`config.mk`:
```
export PLATFORM = sky130hd
export DESIGN_NAME = sd_bd_queue
export DESIGN_NICKNAME = d
export VERILOG_FILES = /design/src/rtl/sd_bdq_pkg.sv /design/src/rtl/bdq_lane.sv /design/src/rtl/bdq_dispatch.sv /design/src/rtl/bdq_status.sv /design/src/rtl/sd_bd_queue.sv
export SDC_FILE = /design/constraint.sdc
export NUM_CORES = 1
export LEC_CHECK = 0
export BUFFER_PORTS_ARGS = -buffer_cell sky130_fd_sc_hd__buf_2
export CAP_MARGIN = 5
export CORE_UTILIZATION = 40
export CTS_CLUSTER_DIAMETER = 50
export DETAILED_ROUTE_END_ITERATION = 8
export PLACE_DENSITY_LB_ADDON = 0.15
export REMOVE_ABC_BUFFERS = 1
export SLEW_MARGIN = 20
export SYNTH_ARGS = -nofsm -noshare
export SYNTH_HDL_FRONTEND = slang
export SYNTH_SLANG_ARGS = --single-unit
```
`constraint.sdc`:
```
create_clock -name clk -period 3.8 [get_ports clk]
set_input_delay 0.19 -clock clk [delete_from_list [all_inputs] [get_ports clk]]
set_output_delay 0.19 -clock clk [all_outputs]
set_load 0.01 [all_outputs]
```
`src/rtl/sd_bdq_pkg.sv`:
```
package sd_bdq_pkg;
  localparam int ADDR_W = 8;
  localparam int WORD_W = 32;
  localparam int STAT_W = 9;
  localparam int ERR_W  = 4;

  // Register byte offsets (software decodes these)
  localparam logic [ADDR_W-1:0] OFS_FREE = 8'h50;
  localparam logic [ADDR_W-1:0] OFS_STAT = 8'h54;
  localparam logic [ADDR_W-1:0] OFS_RXQ  = 8'h60;
  localparam logic [ADDR_W-1:0] OFS_TXQ  = 8'h80;

  // Data status bit positions
  localparam int BIT_DONE  = 0;
  localparam int BIT_RETRY = 1;
  localparam int BIT_FIFO  = 2;
  localparam int BIT_CMD   = 4;
  localparam int BIT_LINE  = 5;
  localparam int BIT_OVF   = 8;

  typedef enum logic {DIR_TX = 1'b0, DIR_RX = 1'b1} dir_e;

  typedef struct packed {
    logic [WORD_W-1:0] mem_addr;
    logic [WORD_W-1:0] card_addr;
  } bd_t;

  // Map an engine error code onto data status bits
  function automatic logic [STAT_W-1:0] result_bits(input logic [ERR_W-1:0] err);
    logic [STAT_W-1:0] r;
    r            = '0;
    r[BIT_DONE]  = (err == '0);
    r[BIT_RETRY] = err[0];
    r[BIT_FIFO]  = err[1];
    r[BIT_CMD]   = err[2];
    r[BIT_LINE]  = err[3];
    return r;
  endfunction

  // Alternate when both directions have work
  function automatic dir_e pick_next(input logic tx_ne, input logic rx_ne, input dir_e last);
    if (tx_ne && rx_ne) return (last == DIR_TX) ? DIR_RX : DIR_TX;
    return tx_ne ? DIR_TX : DIR_RX;
  endfunction
endpackage

```
`src/rtl/bdq_lane.sv`:
```
module bdq_lane
  import sd_bdq_pkg::*;
#(
  parameter int DEPTH = 4,
  localparam int CW = $clog2(DEPTH + 1),
  localparam int PW = (DEPTH > 1) ? $clog2(DEPTH) : 1
) (
  input  logic              clk,
  input  logic              rst_n,
  input  logic              wr_hit,
  input  logic [WORD_W-1:0] wr_word,
  input  logic              pop,
  input  logic              slot_release,
  output logic              not_empty,
  output bd_t               head,
  output logic [CW-1:0]     free_cnt,
  output logic              push_ev,
  output logic              ovf_ev,
  output logic              half_pending
);
  logic [WORD_W-1:0] first_q;
  logic              pend_q;
  bd_t               mem [DEPTH];
  logic [PW-1:0]     wp_q, rp_q;
  logic [CW-1:0]     used_q, free_q;
  logic              accept;

  function automatic logic [PW-1:0] ptr_step(input logic [PW-1:0] p);
    return (p == PW'(DEPTH - 1)) ? '0 : p + 1'b1;
  endfunction

  assign accept  = wr_hit && (free_q != '0);
  assign ovf_ev  = wr_hit && (free_q == '0);
  assign push_ev = accept && pend_q;

  always_ff @(posedge clk or negedge rst_n) begin
    if (!rst_n) begin
      pend_q  <= 1'b0;
      first_q <= '0;
    end else if (accept) begin
      pend_q <= !pend_q;
      if (!pend_q) first_q <= wr_word;
    end
  end

  always_ff @(posedge clk) begin
    if (push_ev) mem[wp_q] <= '{mem_addr: first_q, card_addr: wr_word};
  end

  always_ff @(posedge clk or negedge rst_n) begin
    if (!rst_n) begin
      wp_q   <= '0;
      rp_q   <= '0;
      used_q <= '0;
      free_q <= CW'(DEPTH);
    end else begin
      if (push_ev) wp_q <= ptr_step(wp_q);
      if (pop)     rp_q <= ptr_step(rp_q);
      case ({push_ev, pop})
        2'b10:   used_q <= used_q + 1'b1;
        2'b01:   used_q <= used_q - 1'b1;
        default: used_q <= used_q;
      endcase
      case ({push_ev, slot_release})
        2'b10:   free_q <= free_q - 1'b1;
        2'b01:   free_q <= free_q + 1'b1;
        default: free_q <= free_q;
      endcase
    end
  end

  assign not_empty    = (used_q != '0);
  assign head         = mem[rp_q];
  assign free_cnt     = free_q;
  assign half_pending = pend_q;
endmodule

```
`src/rtl/bdq_dispatch.sv`:
```
module bdq_dispatch
  import sd_bdq_pkg::*;
(
  input  logic clk,
  input  logic rst_n,
  input  logic tx_ne,
  input  logic rx_ne,
  input  bd_t  tx_head,
  input  bd_t  rx_head,
  input  logic xfer_ready,
  input  logic done_valid,
  output logic tx_pop,
  output logic rx_pop,
  output logic xfer_valid,
  output dir_e xfer_dir,
  output bd_t  xfer_bd,
  output logic busy,
  output logic done_fire,
  output dir_e done_dir
);
  dir_e last_q, dir_q, pick;
  logic busy_q, valid_q, launch;
  bd_t  bd_q;

  assign pick      = pick_next(tx_ne, rx_ne, last_q);
  assign launch    = !busy_q && (tx_ne || rx_ne);
  assign tx_pop    = launch && (pick == DIR_TX);
  assign rx_pop    = launch && (pick == DIR_RX);
  assign done_fire = done_valid && busy_q && !valid_q;

  always_ff @(posedge clk or negedge rst_n) begin
    if (!rst_n) begin
      busy_q  <= 1'b0;
      valid_q <= 1'b0;
      last_q  <= DIR_RX;
      dir_q   <= DIR_TX;
      bd_q    <= '0;
    end else if (launch) begin
      busy_q  <= 1'b1;
      valid_q <= 1'b1;
      last_q  <= pick;
      dir_q   <= pick;
      bd_q    <= (pick == DIR_TX) ? tx_head : rx_head;
    end else begin
      if (valid_q && xfer_ready) valid_q <= 1'b0;
      if (done_fire)             busy_q  <= 1'b0;
    end
  end

  assign xfer_valid = valid_q;
  assign xfer_dir   = dir_q;
  assign xfer_bd    = bd_q;
  assign busy       = busy_q;
  assign done_dir   = dir_q;
endmodule

```
`src/rtl/bdq_status.sv`:
```
module bdq_status
  import sd_bdq_pkg::*;
(
  input  logic              clk,
  input  logic              rst_n,
  input  logic              clear_req,
  input  logic              done_fire,
  input  logic [ERR_W-1:0]  err,
  input  logic              ovf_any,
  output logic [STAT_W-1:0] stat
);
  logic [STAT_W-1:0] stat_q, stat_nxt;

  always_comb begin
    stat_nxt = clear_req ? '0 : stat_q;
    if (done_fire) stat_nxt = stat_nxt | result_bits(err);
    if (ovf_any)   stat_nxt[BIT_OVF] = 1'b1;
  end

  always_ff @(posedge clk or negedge rst_n) begin
    if (!rst_n) stat_q <= '0;
    else        stat_q <= stat_nxt;
  end

  assign stat = stat_q;
endmodule

```
`src/rtl/sd_bd_queue.sv`:
```
module sd_bd_queue
  import sd_bdq_pkg::*;
#(
  parameter int DEPTH = 4,
  localparam int CW = $clog2(DEPTH + 1)
) (
  input  logic        clk,
  input  logic        rst_n,
  input  logic        reg_wr_en,
  input  logic [7:0]  reg_wr_addr,
  input  logic [31:0] reg_wr_data,
  input  logic [7:0]  reg_rd_addr,
  output logic [31:0] reg_rd_data,
  output logic        xfer_valid,
  input  logic        xfer_ready,
  output logic        xfer_dir,
  output logic [31:0] xfer_mem_addr,
  output logic [31:0] xfer_card_addr,
  input  logic        done_valid,
  input  logic [3:0]  done_err
);
  localparam int NLANE = 2;  // index 0 transmit, 1 receive
  localparam logic [ADDR_W-1:0] LANE_OFS [NLANE] = '{OFS_TXQ, OFS_RXQ};

  logic [NLANE-1:0] lane_hit, lane_pop, lane_ne, lane_push, lane_ovf, lane_pend, lane_rel;
  logic [CW-1:0]    lane_free [NLANE];
  bd_t              lane_head [NLANE];

  logic              busy, done_fire, clear_req;
  dir_e              done_dir, disp_dir;
  bd_t               disp_bd;
  logic [STAT_W-1:0] data_stat;

  generate
    for (genvar g = 0; g < NLANE; g++) begin : g_lane
      assign lane_hit[g] = reg_wr_en && (reg_wr_addr == LANE_OFS[g]);
      assign lane_rel[g] = done_fire && (done_dir == dir_e'(g));
      bdq_lane #(.DEPTH(DEPTH)) u_lane (
        .clk          (clk),
        .rst_n        (rst_n),
        .wr_hit       (lane_hit[g]),
        .wr_word      (reg_wr_data),
        .pop          (lane_pop[g]),
        .slot_release (lane_rel[g]),
        .not_empty    (lane_ne[g]),
        .head         (lane_head[g]),
        .free_cnt     (lane_free[g]),
        .push_ev      (lane_push[g]),
        .ovf_ev       (lane_ovf[g]),
        .half_pending (lane_pend[g])
      );
    end
  endgenerate

  bdq_dispatch u_disp (
    .clk        (clk),
    .rst_n      (rst_n),
    .tx_ne      (lane_ne[0]),
    .rx_ne      (lane_ne[1]),
    .tx_head    (lane_head[0]),
    .rx_head    (lane_head[1]),
    .xfer_ready (xfer_ready),
    .done_valid (done_valid),
    .tx_pop     (lane_pop[0]),
    .rx_pop     (lane_pop[1]),
    .xfer_valid (xfer_valid),
    .xfer_dir   (disp_dir),
    .xfer_bd    (disp_bd),
    .busy       (busy),
    .done_fire  (done_fire),
    .done_dir   (done_dir)
  );

  assign clear_req = reg_wr_en && (reg_wr_addr == OFS_STAT) && (reg_wr_data == '0);

  bdq_status u_stat (
    .clk       (clk),
    .rst_n     (rst_n),
    .clear_req (clear_req),
    .done_fire (done_fire),
    .err       (done_err),
    .ovf_any   (|lane_ovf),
    .stat      (data_stat)
  );

  assign xfer_dir       = logic'(disp_dir);
  assign xfer_mem_addr  = disp_bd.mem_addr;
  assign xfer_card_addr = disp_bd.card_addr;

  always_comb begin
    case (reg_rd_addr)
      OFS_FREE: reg_rd_data = {16'b0, 8'(lane_free[1]), 8'(lane_free[0])};
      OFS_STAT: reg_rd_data = 32'(data_stat);
      default:  reg_rd_data = '0;
    endcase
  end
endmodule

```
* Yosys cells after proc, flatten, opt, wreduce, memory -nomap -nowiden
Memory sizes are Yosys's and may differ from the RTL's.
Cells that the tools add are included.
** Storage, ports and cells
- Memories :: 2
- Output and inout bits :: 98
- Logic and storage cells :: 122
- Input port bits :: 57
- Flip-flop bits (word level) :: 163
- RAM bits :: 512
** Memory list
- g_lane[0].u_lane.mem :: words 4, width 64, read ports 1, clocked after memory_dff 0, wr ports 1, line bdq_lane.sv:23 : bd_t mem [DEPTH];
- g_lane[1].u_lane.mem :: words 4, width 64, read ports 1, clocked after memory_dff 0, wr ports 1, line bdq_lane.sv:23
** Operators by class
- Add/sub/neg operators :: 12
- Bitwise gates (word level) :: 5
- Equality and inequality tests :: 17
- Reductions and logical operators :: 41
- Muxes and demuxes :: 26
** Operators with widths (number)
- $mux 64 :: 1
- $eq 8x7->1 const B :: 4
- $logic_not 32->1 :: 1
- $pmux 3 s2 :: 4
- $pmux 11 s2 :: 1
- $logic_and 1x1->1 :: 19
- $mux 9 :: 2
- $eq 2x2->1 const B :: 8
- $mux 1 :: 14
- $add 3x1->3 const B :: 4
- $reduce_bool 2->1 :: 6
- $reduce_bool 3->1 :: 4
- $sub 3x1->3 const B :: 4
- $or 9x6->9 :: 1
- $add 2x1->2 const B :: 4
- $eq 2x1->1 const B :: 4
- $eq 8x8->1 const B :: 1
- $mux 2 :: 4
- $logic_not 3->1 :: 2
- $logic_not 1->1 :: 4
- $logic_not 4->1 :: 1
- $not 1->1 :: 4
- $reduce_and 2->1 :: 2
- $reduce_or 2->1 :: 1
- $logic_or 1x1->1 :: 1

* Depth between registers and ports, before layout
- Word-level depth :: 8
- Depth in mapped cells :: 10
- Depth with buffers taken out :: 10

* Hierarchy
Synthesis repeated with hierarchy kept, for this count alone.
** Unflattened totals
- Cells, all modules :: 1222
- Area, all modules :: 26022.5 µm²
** Modules (own cells, without submodules)
- bdq_lane (g_lane[0].u_lane) :: instances 1, cells each 456, sequential area each 8764.7 µm², area each 11199.5 µm²
- bdq_lane (g_lane[1].u_lane) :: instances 1, cells each 456, sequential area each 8764.7 µm², area each 11150.7 µm²
- bdq_dispatch :: instances 1, cells each 231, sequential area each 1702.9 µm², area each 2979.1 µm²
- sd_bd_queue :: instances 1, cells each 61, sequential area each 0.0 µm², area each 447.9 µm²
- bdq_status :: instances 1, cells each 18, sequential area each 150.1 µm², area each 245.2 µm²

* Least setup slack after synthesis
No wires, ideal clock.
- Path kind :: register to register
- Start point :: reg g_lane[0].u_lane.free_q[2]
- End point :: mem g_lane[0].u_lane.mem[0][0] (netlist bit) (enable)
- Buffers on the path :: 0
- Setup time :: 0.429 ns
- Path slack :: 0.699 ns
- Cell stages (with the launch flop) :: 5
- Period minus slack after synthesis :: 3.101 ns
- Arrival :: 2.672 ns
- Required time :: 3.371 ns
- Cell sequence :: dfstp_2 nor3_1 nand4b_1 nor2_1 and2_1
** On the way
- Longest elaborated chain between the ends :: 5
** RTL lines
- from (decl) :: line bdq_lane.sv:25 : logic [CW-1:0] used_q, free_q;
- from (signal assigned) :: line bdq_lane.sv:55 : free_q <= CW'(DEPTH);
- from (signal assigned) :: line bdq_lane.sv:65 : 2'b10: free_q <= free_q - 1'b1;
- from (signal assigned) :: line bdq_lane.sv:66 : 2'b01: free_q <= free_q + 1'b1;
- $reduce_bool 3->1 :: line bdq_lane.sv:32 : assign accept = wr_hit && (free_q != '0);
- $logic_and 1x1->1 :: line bdq_lane.sv:32
- $logic_and 1x1->1 :: line bdq_lane.sv:34 : assign push_ev = accept && pend_q;
- $mux 1 :: line bdq_lane.sv:47 : if (push_ev) mem[wp_q] <= '{mem_addr: first_q, card_addr: wr_word};
- $mux 1 (not written as such) :: line bdq_lane.sv:47
- to (decl) :: line bdq_lane.sv:23
Every way passes these cells.

* Final worst setup path
- Start point :: reg g_lane[1].u_lane.free_q[2]
- End point :: reg g_lane[1].u_lane.free_q[1]
** On the way
- Longest elaborated chain between the ends :: 5
- Elaborated cells between the ends (all ways) :: 7
- Those cells by class :: 2 x eq/ne; 1 x mux; 4 x reduce/logical
** RTL lines
- from (decl) :: line bdq_lane.sv:25
- from (signal assigned) :: line bdq_lane.sv:55
- from (signal assigned) :: line bdq_lane.sv:65
- from (signal assigned) :: line bdq_lane.sv:66
- $reduce_bool 3->1 * :: line bdq_lane.sv:32
- $logic_and 1x1->1 * :: line bdq_lane.sv:32
- $logic_and 1x1->1 * :: line bdq_lane.sv:34
- $eq 2x1->1 or $eq 2x2->1 (tied branches) :: line bdq_lane.sv:64 : case ({push_ev, slot_release})
- $pmux 3 s2 or $reduce_bool 2->1 (tied branches)
Every way passes the cells marked *; elsewhere a longest branch is shown, timed or not.
A chain may end at the register's enable or synchronous reset.

==> flow_metrics.tcl <==
set metrics [dict create \
    outcome "completed" \
    gp_congestion 0.717 \
    ir_worst_vdd_uv 393 \
    vias_per_cell 5.18 \
    hold_class "in2reg" \
    yosysMostFrequentCell "edfxtp_1" \
    h-tree-depth 3 \
    setup-violations-final 0 \
    root_buffer "clkbuf_16" \
    yosys-top-cells-count "edfxtp_1, dfrtp_1, nand2_1, mux4_2, mux2_2" \
    n_antenna_cell 0 \
    cap_violations 0 \
    synthCells 1272 \
    final-hold-violation-count 0 \
    firstDrtPassIters 4 \
    synth_top_area_share_pct 60.3 \
    dieArea_sq_um 64800 \
    io_pins 155 \
    grt_pass1_wl_mm 84.9 \
    p_per_area_nw_per_um2 679 \
    reg2reg_to "g_lane[1].u_lane.free_cnt[1]" \
    dr.first_iter.drc_count 699 \
    leakage_nw 11.2 \
    cp_common_cell "inv_1" \
    worstPathRequired_ps 4300 \
    die_w_microns 255 \
    synth.cell_area_sq_um 25500 \
    cp_cell_sequence "nor3_1 > nand4b_1 > nor2_1 > inv_1 > ha_1 > inv_1 > fa_1 > mux2_2" \
    reg2reg_slack_ps 1140 \
    core_sq_um 63100 \
    start_util_pct 40.4 \
    postRouteAntennaNets 0 \
    crit_path_end "g_lane[1].u_lane.free_cnt[1]" \
    synthFlopType "edfxtp_1" \
    crit_buf_inv 2 \
    cp_num_cells 8 \
    worst_ep_arrival_time_ps 3150 \
    clock_latency_ps 610 \
    clock.fmax_mhz 376 \
    cp-start-kind "flip-flop" \
    cts_tree "built" \
    critPathTopFamily "simple AND/OR/NAND/NOR gates" \
    drive_above_1_share_pct 32.2 \
    fin_skew_ps 24.3 \
    grt_max_degree 93 \
    finalInstanceArea_sq_um 30200 \
    worst-path-max-fanout 7 \
    slew_violations 0 \
    tightest_slew_ps 935 \
    cp_slowest_cell "dfstp_2" \
    rr_startpoint "g_lane[1].u_lane.free_cnt[2]" \
    drc 0 \
    syn2layout_area_growth_pct 18.4 \
    grt_usage_pct 18.2 \
    hpwl_mm 32.6 \
    crit_type "reg2reg" \
    antenna_found_initial 1 \
    fin_crit_sh_pct 69.9 \
    wl_mm 57.0 \
    endpoint_kind "flip-flop" \
    ys_ff_latch 672 \
    synth_top_area_cell "edfxtp_1" \
    rows 92 \
    port_buffers 130 \
    worstSetupStartpoint "g_lane[1].u_lane.free_cnt[2]" \
    post-route-min-period_ps 2660 \
    async_flop_share_pct 23.8 \
    routedWlPerCell_microns 23.7 \
    yosysWarnings 0 \
    avgSynthCellArea_sq_um 20.1 \
    clkSlewWorstSetupHoldPaths_ps 60 \
    tns_ps 0 \
    numCtsBuffers 75 \
    rr_worst_depth 8 \
    synth_cell_types 43 \
    rsz0062_at_grt "no" \
    placed_area_sq_um 27400 \
    numClockSinks 672 \
    yosysSeqAreaShare_pct 76.0 \
    cts_setup_buffers 0 \
    gr-total-overflow 0 \
    grt_pass1_vias 13118 \
    dieHeight_microns 255 \
    critical-path-max-stage-delay_ps 550 \
    fin_nets 1575 \
    vias 12462 \
    cts_max_path_buffers 3 \
    synth_edf_count 512 \
    yosys-top-cells-area "edfxtp_1, dfrtp_1, mux4_2" \
    maxSlewHeadroom_pct 37.1 \
]
## power breakdown
group	leakage, nW	internal (mW)	switching [mW]
combinational	3.23	2.13	2.31
sequential	6.85	8.46	0.698
clock	1.15	4.03	2.87
## stage by stage
stage | total power [mW] | cells | hold WS [ps] | util (%) | setup WS [ps]
6_report | 20.5 | 2408 | 56.2 | 47.9 | 1140
5_1_grt | 21.5 | 2408 | 87.5 | 47.9 | 946
4_1_cts | 20.8 | 2408 | 21.7 | 47.9 | 1130
3_5_place_dp | 13.9 | 2229 | 375 | 43.5 | 970
3_3_place_gp | 13.8 | 2229 | 376 | 43.5 | 959
2_1_floorplan | 12.1 | 1214 | -106 | - | 168
## final cells by class
| type | count | area (sq um) |
|---|---|---|
| inverters | 15 | 56.3 |
| repair buffers | 209 | 1580 |
| well taps | 846 | 1060 |
| clock buffers | 109 | 2150 |
| flip-flops and latches | 672 | 19400 |
| clock inverters | 30 | 231 |
| multi-input cells | 527 | 5740 |
| fillers | 5301 | 32900 |
## placed cells by master, fill, tap and decap left out, types with 5 or more instances in the layout
master / n
edfxtp_1: 512
dfrtp_1: 153
nand2_1: 129
buf_2: 129
mux4_2: 128
clkbuf_16: 77
mux2_2: 71
a22oi_1: 64
dlygate4sd3_1: 40
conb_1: 24
clkbuf_1: 22
buf_4: 21
buf_12: 18
inv_1: 15
ha_1: 14
nor2_1: 13
clkbuf_8: 11
a22o_1: 10
clkinv_2: 9
and2_4: 8
nor4_1: 7
xnor2_1: 7
xor2_1: 7
clkinvlp_4: 6
and2_1: 5
clkinv_1: 5
## metal layers
layer / vias up / track usage, % / share of wire, %
met4: 2 / 5.66 / 2.0
li1: 5462 / - / -
met5: - / 0 / 0.014
met3: 78 / 3.37 / 4.8
met1: 6607 / 24.9 / 44
met2: 313 / 29.7 / 49
## cell families (layout without fill, tap and decap cells)
logic type / count (synthesis) / count (layout) / share of synthesized area [%]
other: 1 / 24 / 0.0147
adder cells (fa/ha/maj): 18 / 18 / 1.00
AO/OA/AOI/OAI: 82 / 82 / 2.59
AND/OR/NAND/NOR: 185 / 185 / 3.26
XOR/XNOR: 14 / 14 / 0.481
flip-flops: 672 / 672 / 76.0
multiplexers: 204 / 204 / 14.6
buffers and inverters: 96 / 363 / 2.03
## sequential cells by signal (all words and copies together) (netlist names), 2 cells and up
signal and flops:
g_lane.u_lane.used_q 6, u_stat.stat 6, g_lane.u_lane.free_cnt 6, g_lane.u_lane.wp_q 4
u_disp.xfer_bd 64, g_lane.u_lane.first_q 64, g_lane.u_lane.rp_q 4, g_lane.u_lane.half_pending 2
g_lane.u_lane.mem 512
## worst min-delay path by stage
stage | start | to | slack [ps] | cells past startpoint
3_5_place_dp | xfer_ready | u_disp.xfer_valid | 370 | 2
4_1_cts | reg_wr_addr[3] | g_lane[0].u_lane.half_pending | 20 | 4
3_3_place_gp | rst_n | u_disp.xfer_bd[58] | 380 | 1
2_1_floorplan | rst_n | g_lane[0].u_lane.first_q[0] | -110 | 0
5_1_grt | reg_wr_addr[3] | g_lane[0].u_lane.half_pending | 90 | 4
6_report | reg_wr_addr[3] | g_lane[0].u_lane.half_pending | 60 | 4
## worst min-delay path, delay by kind of cell
kind	cells	cell delay, ps
buffers and inverters	1	80
and+or+nand+nor	2	260
xor gates and xnor gates	1	90
## timing repair
action,4_1_cts,5_1_grt
resized for setup,0,0
hold endpoints to repair,389,0
hold buffers,40,0
No activity file was read; power rests on OpenSTA's default activity.
